$ cat config.mk
export PLATFORM = sky130hd
export DESIGN_NAME = dac_clksrc_ctrl
export DESIGN_NICKNAME = d
export VERILOG_FILES = /design/src/rtl/dac_clksrc_ctrl.sv
export SDC_FILE = /design/constraint.sdc
export NUM_CORES = 1
export LEC_CHECK = 0
export ABC_AREA = 1
export CORE_AREA = 2 2 39 41
export CTS_CLUSTER_SIZE = 28
export DETAILED_ROUTE_END_ITERATION = 12
export DIE_AREA = 0 0 41 43
export PLACE_DENSITY = 0.64
export SLEW_MARGIN = 20
export SYNTH_ARGS = -nofsm -noshare
export SYNTH_HDL_FRONTEND = slang
export SYNTH_SLANG_ARGS = --single-unit
$ cat constraint.sdc
create_clock -name clk -period 1.2 [get_ports clk]
set_input_delay 0.24 -clock clk [delete_from_list [all_inputs] [get_ports clk]]
set_output_delay 0.24 -clock clk [all_outputs]
set_load 0.02 [all_outputs]
$ cat src/rtl/dac_clksrc_ctrl.sv
module dac_clksrc_ctrl #(
  parameter int SW_GAP = 2
) (
  input  logic       clk,
  input  logic       rst_n,
  input  logic [1:0] dac1_src,
  input  logic       ovr_en,
  input  logic [1:0] ovr_sel,
  input  logic       rcv_on,
  input  logic       err_clr,
  output logic [1:0] clk_sel,
  output logic       pd_dac2,
  output logic       pd_dac3,
  output logic       sel_err,
  output logic       sw_busy
);
  localparam logic [1:0] CK_MAIN = 2'b00;
  localparam logic [1:0] CK_PLLA = 2'b01;
  localparam logic [1:0] CK_RSVD = 2'b11;
  localparam logic [1:0] SRC_RCV = 2'b10;
  localparam int CW = (SW_GAP > 1) ? $clog2(SW_GAP) : 1;

  logic [1:0]    tgt_q, pend_q, sel_q, cand, want;
  logic [CW-1:0] gap_q;
  logic          busy_q, pd_q, err_q, rcv_route, refused;

  assign rcv_route = (dac1_src == SRC_RCV);
  assign cand      = ovr_en ? ovr_sel : (rcv_route ? CK_PLLA : CK_MAIN);
  assign refused   = ovr_en && ((ovr_sel == CK_RSVD) || (rcv_on && ovr_sel != CK_MAIN));
  assign want      = refused ? tgt_q : cand;

  always_ff @(posedge clk or negedge rst_n) begin
    if (!rst_n) begin
      tgt_q  <= CK_MAIN;
      pend_q <= CK_MAIN;
      sel_q  <= CK_MAIN;
      gap_q  <= '0;
      busy_q <= 1'b0;
      pd_q   <= 1'b0;
      err_q  <= 1'b0;
    end else begin
      tgt_q <= want;
      pd_q  <= rcv_route && !ovr_en;
      err_q <= refused || (err_q && !err_clr);
      if (!busy_q) begin
        if (want != sel_q) begin
          busy_q <= 1'b1;
          pend_q <= want;
          gap_q  <= '0;
        end
      end else if (gap_q == CW'(SW_GAP - 1)) begin
        busy_q <= 1'b0;
        sel_q  <= pend_q;
      end else begin
        gap_q <= gap_q + 1'b1;
      end
    end
  end

  assign clk_sel = sel_q;
  assign pd_dac2 = pd_q;
  assign pd_dac3 = pd_q;
  assign sel_err = err_q;
  assign sw_busy = busy_q;
endmodule

# Word-level counts from Yosys, hierarchy flattened
# Cells that the tools add are included.
# classes
add_sub_neg	1
eq_ne	3
n_mux	9
bitwise	1
n_reduce_logical	12
# op_table
cell	n
1-bit 2-to-1 mux	7
2-bit equality test (second input constant)	2
1-bit logical AND	4
2-bit 2-to-1 mux	2
2-bit AND reduction	2
2-bit nonzero test	2
1-bit logical NOT	2
1-bit logical OR	2
2-bit != test	1
1-bit adder (second input constant)	1
1-bit inverter	1
# word_totals
reg_bits	10
output_inout_bits	6
wordCells	33

# Logic depth before layout (Yosys ltp)
# Gate-level depths: netlist of the first run.
# logic_depth
ltp_word	8
mapped_depth	12

# Least setup slack after synthesis of the first run
# OpenSTA, ideal clock, no wires.
# synth_timing
path_type	input to register
from	input ovr_sel[1]
to	register pend_q[0]
arrival_ns	0.932
t_required_ns	1.083
slack_ns	0.151
path_stages	10
cell_sequence	nor2_1 -> nor2_4 -> nand2_2 -> nand2_1 -> nand3_2 -> nand2_2 -> nand2_4 -> nand2_4 -> nand2_1 -> nand2_1
# synth_via
elab_chain_len	7
elab_cells_between_ends	9
classes_between	eq/ne (2); mux (2); reduce/logical (5)
# synth_lines
element	line	text
from (decl)	8	input logic [1:0] ovr_sel,
2-bit nonzero test	29	assign refused = ovr_en && ((ovr_sel == CK_RSVD) || (rcv_on && ovr_sel != CK_MAIN));
1-bit logical AND	29	
1-bit logical OR	29	
1-bit logical AND	29	
2-bit 2-to-1 mux (*)	30	assign want = refused ? tgt_q : cand;
2-bit != test	46	if (want != sel_q) begin
2-bit AND reduction (no line)	--	
to (signal assigned)	48	pend_q <= want;
to (decl)	23	logic [1:0] tgt_q, pend_q, sel_q, cand, want;
# Mark *: on every way between the ends. The rest lies on a longest branch, timed or not.
# A chain may end at the register's enable or synchronous reset.

# Final worst setup path of the first run
# layout_timing
from	register sel_q[0] (netlist: clk_sel[0])
to	output clk_sel[0]
# layout_rtl
element	line	text
from (decl)	23	
from (signal assigned)	53	sel_q <= pend_q;
to (decl)	11	output logic [1:0] clk_sel,
# No word-level cell between the ends.

==> summary.md, run 1 <==
The run finished with clean final reports. The die is 41 µm wide. The tools report the sequential area share after synthesis as 48.9%.

By area the synthesized netlist is led by sky130_fd_sc_hd__dfrtp_1 49%, sky130_fd_sc_hd__nand2_1 11%, sky130_fd_sc_hd__nand2_2 6.1%. The library cells used most frequently in the layout, excluding fill and tap cells, are 12 x sky130_fd_sc_hd__nand2_1, 11 x sky130_fd_sc_hd__buf_4, 10 x sky130_fd_sc_hd__dfrtp_1. The buffers plus inverters on the worst setup path came out at 1. During synthesis, Yosys emitted a total of 0 warnings. The mean post-synth cell area came out at 8.39 µm².

The die is 43 µm tall. The family with the most delay on the worst path was flip-flops. The run gives 0 as the count of pins over their slew limit. The min-delay analysis places its worst path in the category in2async.

Of all nets on the critical path, the largest fanout is 2. Global routing used 4.71% of the available met3 tracks. The required arrival time at the worst endpoint is 0.96 ns. The clock drives 10 sinks. The count of antenna-violating nets left after detailed routing was 0; the met2 layer usage reported by global route was 25.9%. Pin placement for this block handled 15 I/O pins.

Final hold analysis gives a worst-case slack of 0.271 ns. Cells with a size suffix above 1 make up 42.0% of the layout. For this block, the initial DRC count from the detailed router was 6. In the final timing run, aggregate negative setup slack is 0 ns.

The run gives 0 as the number of antenna violations at the first check in global routing. The tools report the final antenna diode count as 0. The total routing usage reported by global routing came out at 15.6%. Detailed routing inserted a total of 493 vias.

For the net count after synthesis, the log shows 70. The first global-routing pass estimated 1.81 mm of wire. Summed over all layers, the global routing overflow is 0.

In this design, the stage delay of the slowest critical-path cell is 0.37 ns. The tools report the library cell used as clock root buffer as sky130_fd_sc_hd__clkbuf_4. Setup violations remaining at the end of the flow were counted as 0.

The synthesized netlist occupies a cell area of 512 µm². Setup repair after global routing left no endpoint under its margin. The largest total area in the synthesized netlist belongs to sky130_fd_sc_hd__dfrtp_1.

The worst setup path is launched from a flop. The worst-case clock skew is 0.000192 ns, and the detailed-route DRC error count is 0. The run gives 1 as the number of levels in the clock H-tree. The final critical delay including setup and external delays was 1.15 ns; the pin count of the biggest net entering global routing was 11. The congestion estimate from routability-driven global placement came to 0.680.

The total power per unit cell area is 1840 nW/µm², and the HPWL after detailed placement is 788 µm. Net count of the finished layout: 99. For met1 alone, demand over resource in global routing was 15.6%.

The tools report the endpoint type of the worst setup path as an output pin. The pre-antenna-repair detailed-routing pass consisted of 4 iterations. The post-synthesis cell count was 61.

Buffers inserted to repair hold after CTS numbered 0. The worst path arrival time was 0.91 ns; the ratio of final minimum period to clock period was 96.0%. Walking the worst path, the cells encountered are clkdlybuf4s15_1. The slew at the pin with the worst max-slew slack works out to 0.200 ns. TritonCTS built the clock tree. The kind of critical path is reg2out. Yosys mapped the design onto 16 distinct sky130hd cell types. Clock latency on the worst-skew pair, taken at its later pin, is 0.26 ns.

The final number of hold-violating endpoints is 0, and the number of storage elements in the synthesis netlist is 10. The worst-case headroom to the max-slew limit is 86.6%. The layer with the highest usage was met2. Summed over all layers, the routed wires come to 1.03 mm. The logs give 2 for the maximum clock path buffer count and 1760 µm² for the overall die area. In this run the core area contains 14 standard-cell rows.

Clock slew at the register clock pins of the worst setup and hold paths: 0.06 ns. The slowest stage of the critical path belongs to the cell sky130_fd_sc_hd__dfrtp_1. Dividing the detail-routed via count by the number of cells gives 4.74. Relative to the synthesized area, the layout overhead comes to 48.2%. The portion of synthesized cell area occupied by the leading cell type was 48.9%; the standard cell core area was 1380 µm².

The count of buffers from port buffering is 14, and the TritonCTS buffer count is 3. The tool flagged a number of max-cap violations equal to 0. Achievable clock frequency: 0.868 GHz. The number of global-route vias before repair is 500, and the routed wire length per instance is 9.86 µm.

Cells fill 54.8% of the core in the end. The tools report the peak supply drop as 1.09 mV. The initial utilization of the core area, before any placement, comes to 37.0%. The leakage power figure was 0.000416 µW. The most frequent standard cell in the layout excluding fill and tap cells was sky130_fd_sc_hd__nand2_1.
-- cell families after synthesis --
kind of cell           Yosys count  synth area share (%)
AOI/OAI and AO/OA                4                  3.91
buffers and inverters           10                  8.07
and+or+nand+nor                 37                  39.1
DFF                             10                  48.9
-- per-stage QoR --
step           instances  setup slack (ns)  area, µm²  total power (µW)
6_report             104            0.0477        758              1400
3_3_place_gp          98            -0.411        724              1210
2_1_floorplan         61             0.151        512               933
5_1_grt              104           0.00487        758              1510
4_1_cts              104           0.00631        774              1420
3_5_place_dp          98            -0.448        724              1220
-- metal layers --
layer  up-vias  share of wire (%)
met5         -                  0
met4         0                2.6
met3         5                7.2
met2        14                 50
met1       225                 40
li1        249                  -
-- final cells by class --
class	count	area, µm²
clock buffer	3	22.5
inverter	9	33.8
timing repair buffer	25	191
tap	16	20.0
fill	144	626
sequential	10	250
multi-input combinational	41	240
-- repair_timing --
item / in CTS / in global routing
resized for setup: 20 / 11
buffers inserted: 3 / 0
endpoints found under the setup margin: 10 / 9
pin swaps: 9 / 2
-- cells in the mapped netlist --
master                     number
sky130_fd_sc_hd__inv_2          2
sky130_fd_sc_hd__o21ai_1        1
sky130_fd_sc_hd__nand2_4        2
sky130_fd_sc_hd__nand3b_1       1
sky130_fd_sc_hd__nand3_1        6
sky130_fd_sc_hd__nor2_4         1
sky130_fd_sc_hd__nand2_1       15
sky130_fd_sc_hd__a21oi_1        2
sky130_fd_sc_hd__dfrtp_1       10
sky130_fd_sc_hd__buf_4          1
sky130_fd_sc_hd__o21ai_0        1
sky130_fd_sc_hd__nand4_1        1
sky130_fd_sc_hd__nand3_2        2
sky130_fd_sc_hd__inv_1          7
sky130_fd_sc_hd__nand2_2        5
sky130_fd_sc_hd__nor2_1         4
-- path summary, 6_finish.rpt --
| path | start | to | slack [ns] | depth (start not counted) |
|---|---|---|---|---|
| max | clk_sel[0] | clk_sel[0] | 0.05 | 1 |
| min | rst_n | tgt_q[0] | 0.27 | 2 |
| max reg2reg | clk_sel[1] | pend_q[0] | 0.12 | 9 |
| min reg2reg | gap_q | sw_busy | 0.47 | 1 |
| max in group asynchronous | rst_n | sel_err | 0.79 | 2 |
| min in group clk | ovr_en | pd_dac2 | 0.41 | 3 |
-- state kept, by name, indices dropped and copies added, names as in the netlist --
name / count
gap_q: 1
clk_sel: 2
sel_err: 1
sw_busy: 1
pd_dac2: 1
tgt_q: 2
pend_q: 2
-- power breakdown --
group          leakage [µW]  internal [µW]  switching [µW]  total (µW)
combinational      0.000278            276             395         671
clock             0.0000138            115             101         216
sequential         0.000124            450            58.3         508
Power figures use the tool's default switching activity.
==> run 2: changes to the inputs <==
==> constraint.sdc (replaced) <==
create_clock -name clk -period 1.4 [get_ports clk]
set_input_delay 0.28 -clock clk [delete_from_list [all_inputs] [get_ports clk]]
set_output_delay 0.28 -clock clk [all_outputs]
set_load 0.02 [all_outputs]
==> summary.md, run 2 (synthesis gave the netlist of run 1 again) <==
For the peak supply drop, the log shows 0.939 mV (-14%). The die width works out to 41 µm (unchanged). The run gives 0.731 (+7.5%) as the global placement routability congestion. The routed wire length per instance is 9.73 µm (-1.3%), and the final critical delay including setup and external delays is 1.29 ns. Setup repair after global routing left no endpoint under its margin.

The tools report the number of violations of the max-capacitance limit as 0 (unchanged). Ratio of routed vias to standard cells: 4.56 (-3.9%). The overall power is 1140 µW (-18%). For the global-route wire length before repair, the log shows 1.57 mm (-13%). Total grt overflow: 0 (unchanged). Number of clock sinks seen by CTS: 10 (unchanged). STA classifies the critical path endpoint as a flop.

For the post-route worst hold slack, the log shows 0.333 ns (+0.0613 ns). The logs give 754 µm (-4.3%) for the HPWL after detailed placement and 405 (-19%) for the number of global-route vias before repair. The wire length after detailed routing is 963 µm (-6.0%), and the final number of hold-violating endpoints is 0 (unchanged).

The height of the chip works out to 43 µm (unchanged). The total number of vias was 451 (-8.5%); the final antenna diode count was 0 (unchanged). The flow ran to the end, and the final reports show no timing, DRC or antenna violations. The number of I/O pins was 15 (unchanged); the maximum clock path buffer count was 2 (unchanged).

The family with the most delay on the worst path was simple AND/OR/NAND/NOR gates. The logs give 69.2% (-17 points) for the worst-case headroom to the max-slew limit and 250 µm² (unchanged) for the register area. Worst path setup slack after routing: 0.105 ns (+0.0577 ns). The run gives 0.26 ns (about the same) as the insertion delay of the later-clocked pin in the worst-skew pair. The slew at the pin with the worst max-slew slack came out at 0.461 ns (+0.261 ns). The total power per unit cell area is 1550 nW/µm² (-16%). The tools report the total setup buffers inserted after CTS as 0 (-3). TritonCTS built the clock tree.

The fill cell total of the finished layout is 142 (-1.4%). The biggest cell delay along the critical path is 0.45 ns (+0.08 ns). Based on the critical path, the design can be clocked at up to 0.772 GHz. The clock slew at the register clock pins of the worst setup and hold paths came out at 0.06 ns (about the same). The worst path arrival time was 1.45 ns (+0.54 ns). The worst setup path is launched from a primary input. Walking the worst path, the cells encountered are clkdlybuf4s50_1, inv_1, nand2_2, nand3_2, nand2_2, nand2_2, nand2_2, inv_2, nand2_4, nand2_4, nand2_1, nand2_1. For the final number of setup-violating endpoints, the log shows 0 (unchanged).

Among the stages of the critical path, the cell type that occurs most often is sky130_fd_sc_hd__nand2_2. Fraction of final layout cells with drive strength greater than 1: 27.7% (-14 points). The TritonCTS buffer count was 3 (unchanged); the total routing usage reported by global routing was 13.4% (-2.2 points).

For the worst slack after detailed placement, the log shows -0.286 ns (+0.163 ns). Kind of critical path: in2reg. The run gives 1.55 ns (+0.59 ns) as the required arrival time at the worst endpoint.

Highest-delay cell along the critical path: sky130_fd_sc_hd__clkdlybuf4s50_1. The effective utilization at floorplan was 37.0% (unchanged); the first-pass iteration count of the detailed router was 4 (unchanged). The number of antenna violations at the first check in global routing is 0 (unchanged). The logs give 1 (unchanged) for the number of levels in the clock H-tree and 14 (unchanged) for the standard-cell row count. Leaving out fill and tap cells, the most frequent cell in the layout is sky130_fd_sc_hd__nand2_1. Pin count of the biggest net entering global routing: 11 (unchanged). The leakage power figure is 0.000413 µW (-0.74%), and the synthesis-to-layout area growth is 43.3%.

The largest fanout of any net on the critical path is 4 (+2), and the detailed-route DRC error count is 0 (unchanged). The overall die area was 1760 µm² (unchanged). The number of DRC markers in iteration 0 is 6 (unchanged), and the count of pins over their slew limit is 0 (unchanged).

The buffers plus inverters on the worst setup path was 3 (+2). The root buffer cell chosen for the clock tree is sky130_fd_sc_hd__clkbuf_4. The net count of the finished layout is 94 (-5.1%), and the count of buffers from port buffering is 14 (unchanged). The tightest min-delay check is of the in2async type. The logs give 0 (unchanged) for the number of hold buffers added after CTS and 0 ns (unchanged) for the final-layout setup total negative slack. For the standard cell core area, the log shows 1380 µm² (unchanged). The worst-case clock skew is 0.00275 ns (+0.00256 ns). The top cell types in the final layout, fill and taps aside, are 13 x sky130_fd_sc_hd__nand2_1, 10 x sky130_fd_sc_hd__dfrtp_1, 7 x sky130_fd_sc_hd__inv_1, 7 x sky130_fd_sc_hd__nand2_2, 7 x sky130_fd_sc_hd__dlygate4sd2_1. The logs give 225 µm² (-6.2%) for the multi-input combinational cell area and 0 (unchanged) for the count of antenna-violating nets left after detailed routing. The ratio of final minimum period to clock period was 92.5%.
==> run 2: worst register-to-register path: stages, from the launching register on <==
cell                       delay, ns
sky130_fd_sc_hd__dfrtp_1        0.37
sky130_fd_sc_hd__nand3b_1       0.16
sky130_fd_sc_hd__nand3_1        0.11
sky130_fd_sc_hd__nand2_2        0.08
sky130_fd_sc_hd__nand2_4        0.09
sky130_fd_sc_hd__nand2_4        0.05
sky130_fd_sc_hd__nand2_1        0.06
sky130_fd_sc_hd__nand2_1        0.05
==> run 2: layout make-up <==
cell class	count	area share, %
clock buffers	3	3.07
inverters	9	4.61
multi-input cells	41	30.7
flip-flops and latches	10	34.1
well taps	16	2.73
repair buffers	20	24.7
==> run 2: per-stage QoR <==
step | util [%] | cell area [µm²] | cells
floorplan | - | 512 | 61
global placement | 51.3 | 709 | 96
detailed placement | 51.3 | 709 | 96
CTS | 52.4 | 726 | 99
global route | 53.0 | 733 | 99
finish | 53.0 | 733 | 99
==> run 2: timing repair <==
item | in CTS | in global routing
endpoints found under the setup margin | 7 | 3
gates resized for setup | 8 | 3
pin swaps | 0 | 3
==> run 2: worst paths after layout <==
path	from	to	slack (ns)	cells past startpoint
max reg2reg	tgt_q[0]	pend_q[0]	0.34	7
max	ovr_sel[0]	pend_q[0]	0.11	12
min reg2reg	pend_q[1]	pend_q[1]	0.48	2
max in group asynchronous	rst_n	clk_sel[0]	0.75	1
min	rst_n	tgt_q[1]	0.33	1
min in group clk	ovr_en	pd_dac2	0.46	3
==> run 2: routing by layer <==
layer	part of all wire (%)	vias to the layer above	track usage (%)
li1	-	233	-
met1	45	202	16.8
met2	46	14	19.1
met3	7.4	2	4.71
met4	1.5	0	8.00
met5	0	-	0
==> run 2: power by group <==
part / internal, µW / switching [µW] / total [µW]
clock: 99.2 / 94.1 / 193
sequential: 386 / 55.6 / 441
combinational: 197 / 308 / 505
total: 682 / 458 / 1140
==> run 3: changes to the inputs <==
--- a/config.mk
+++ b/config.mk
@@ -10,7 +10,7 @@
 export CTS_CLUSTER_SIZE = 28
 export DETAILED_ROUTE_END_ITERATION = 12
 export DIE_AREA = 0 0 41 43
-export PLACE_DENSITY = 0.64
+export PLACE_DENSITY = 0.78
 export SLEW_MARGIN = 20
 export SYNTH_ARGS = -nofsm -noshare
 export SYNTH_HDL_FRONTEND = slang
==> summary.md, run 3 (synthesis gave the netlist of run 1 again) <==
Achievable clock frequency: 0.765 GHz (-0.91%). The tools report the overall die area as 1760 µm² (unchanged). For the worst-case headroom to the max-slew limit, the log shows 70.5% (+1.3 points). The logs give 0.00182 ns (-0.000930 ns) for the worst-case clock skew and 0.27 ns (about the same) for the insertion delay of the later-clocked pin in the worst-skew pair.

The standard-cell row count was 14 (unchanged). The worst setup path is captured at a flop. For the global-route met1 utilization, the log shows 16.2% (-0.62 points). The peak supply drop is 0.787 mV (-16%). Final number of hold-violating endpoints: 0 (unchanged). The tools report the global-route wire length before repair as 1.65 mm (+5.3%).

The clock slew at the register clock pins of the worst setup and hold paths is 0.06 ns (about the same). The tools report the met2 layer usage reported by global route as 21.3% (+2.2 points). The worst setup path is of the in2reg kind. The total routing usage reported by global routing is 14.9% (+1.4 points).

For the register area, the log shows 250 µm² (unchanged). The logs give 10 (unchanged) for the number of clock sinks seen by CTS and 4.71% (unchanged) for the global-route met3 utilization. The flow ran to the end, and the final reports show no timing, DRC or antenna violations. TritonCTS built the clock tree.

The library cell used most frequently in the layout, excluding fill and tap cells, is sky130_fd_sc_hd__nand2_1. The global placement routability congestion is 0.724 (-1.1%). For the detailed-route DRC error count, the log shows 0 (unchanged). Setup repair after global routing left no endpoint under its margin.

The number of hold buffers added after CTS was 0 (unchanged); the number of DRC markers in iteration 0 was 2 (-4). The slew at the pin with the worst max-slew slack was 0.441 ns (-0.0201 ns); the post-place instance area was 687 µm² (-3.2%). Effective utilization at floorplan: 37.0% (unchanged).

The ratio of final minimum period to clock period was 93.3% (+0.84 points). The run gives 1.56 ns (about the same) as the required arrival time at the worst endpoint. Library cell used as clock root buffer: sky130_fd_sc_hd__clkbuf_4. The largest fanout of any net on the critical path works out to 4 (unchanged). The maximum clock path buffer count was 2 (unchanged); the multi-input combinational cell area was 230 µm² (+2.2%). The height of the chip was 43 µm (unchanged); the count of pins over their slew limit was 0 (unchanged). The die width came out at 41 µm (unchanged). The fraction of final layout cells with drive strength greater than 1 is 26.3% (-1.5 points). The total number of vias was 450 (-0.22%); the final critical delay including setup and external delays was 1.31 ns (+0.0118 ns). For the final instance area, the log shows 716 µm² (-2.4%).

The tightest min-delay check is of the in2async type. Total grt overflow: 0 (unchanged). The run gives 91 (-3.2%) as the net count of the finished layout.

Routed wire length per instance: 10.7 µm (+9.7%). For the standard cell core area, the log shows 1380 µm² (unchanged). The number of I/O pins was 15 (unchanged); the fill cell total of the finished layout was 137 (-3.5%). The final antenna diode count is 0 (unchanged), and the TritonCTS buffer count is 3 (unchanged). The worst setup path is launched from a primary input. The number of global-route vias before repair is 428 (+5.7%), and the first-pass iteration count of the detailed router is 4 (unchanged). The count of buffers from port buffering is 14 (unchanged).

The layer flagged by global routing as most heavily used is met2. The run gives 0 (unchanged) as the number of violations of the max-capacitance limit. Leaving out fill and tap cells, the most frequent cells in the layout are 13 x sky130_fd_sc_hd__nand2_1, 10 x sky130_fd_sc_hd__dfrtp_1, 7 x sky130_fd_sc_hd__inv_1, 7 x sky130_fd_sc_hd__nand2_2, 7 x sky130_fd_sc_hd__dlygate4sd2_1. The count of antenna-violating nets left after detailed routing is 0 (unchanged), and the synthesis-to-layout area growth is 39.9%. The number of antenna violations at the first check in global routing was 0 (unchanged); the final number of setup-violating endpoints was 0 (unchanged). The tools report the overall power as 1140 µW (+0.43%). The run gives 0.000399 µW (-3.2%) as the leakage power figure. The worst path arrival time was 1.46 ns (about the same); the number of levels in the clock H-tree was 1 (unchanged). The wire length after detailed routing is 1.02 mm (+6.3%).

The tools report the HPWL after detailed placement as 804 µm (+6.5%). The ratio of routed vias to standard cells is 4.69 (+2.9%). The pin count of the biggest net entering global routing is 11 (unchanged), and the total power per unit cell area is 1600 nW/µm² (+2.9%).
## run 3: cell types whose count changed in the layout (fill, tap and decap cells not counted)
cell                      previous run  this run
sky130_fd_sc_hd__buf_4               6         3
sky130_fd_sc_hd__nand3_1             6         5
sky130_fd_sc_hd__nand3_2             2         3
## run 3: worst max-delay path, stage by stage
cell	delay [ns]
sky130_fd_sc_hd__clkdlybuf4s50_1	0.46
sky130_fd_sc_hd__inv_1	0.07
sky130_fd_sc_hd__nand2_2	0.12
sky130_fd_sc_hd__nand3_2	0.10
sky130_fd_sc_hd__nand2_2	0.08
sky130_fd_sc_hd__nand2_2	0.05
sky130_fd_sc_hd__nand2_2	0.05
sky130_fd_sc_hd__inv_2	0.04
sky130_fd_sc_hd__nand2_4	0.07
sky130_fd_sc_hd__nand2_4	0.05
sky130_fd_sc_hd__nand2_1	0.05
sky130_fd_sc_hd__nand2_1	0.05
## run 3: routing by layer
layer / vias up / share of wire (%)
met4: 0 / 2.8
met3: 4 / 8.1
li1: 230 / -
met5: - / 0
met1: 201 / 42
met2: 15 / 47
## run 3: stage by stage
stage	instances	util [%]	TNS, ns	hold slack [ns]	setup slack (ns)
final	96	51.7	0	0.322	0.0936
after floorplan	61	-	0	-0.0156	0.311
after detailed placement	93	49.6	-1.15	0.468	-0.301
after global routing	96	51.7	0	0.355	0.00544
after global placement	93	49.6	-1.07	0.456	-0.281
after CTS	96	50.8	0	0.331	0.0301
## run 3: timing repair
item	4_1_cts	5_1_grt
pin swaps	0	3
buffers inserted	0	0
endpoints found under the setup margin	9	3
cloned	0	0
resized for setup	8	4
## run 3: worst paths after layout
kind / startpoint / endpoint / slack (ns) / depth (start not counted)
setup / recovery: ovr_sel[0] / pend_q[1] / 0.09 / 12
hold / removal: rst_n / sel_err / 0.32 / 1
setup reg to reg: tgt_q[0] / pend_q[1] / 0.34 / 7
hold reg to reg: pend_q[1] / pend_q[1] / 0.48 / 2
max in group asynchronous: rst_n / pend_q[1] / 0.77 / 1
min in group clk: ovr_en / pd_dac2 / 0.38 / 2
## run 3: area by class of cell
type | instances | share of cell area, %
clock buffer | 3 | 3.15
inverter | 9 | 4.72
multi-input combinational | 41 | 32.2
sequential | 10 | 35.0
tap | 16 | 2.80
timing repair buffer | 17 | 22.2
## run 3: power breakdown
group | internal (µW) | switching (µW) | leakage [µW] | total (µW)
registers | 386 | 63.8 | 0.000124 | 450
clock network | 99.3 | 95.5 | 0.0000138 | 195
logic | 193 | 307 | 0.000262 | 500
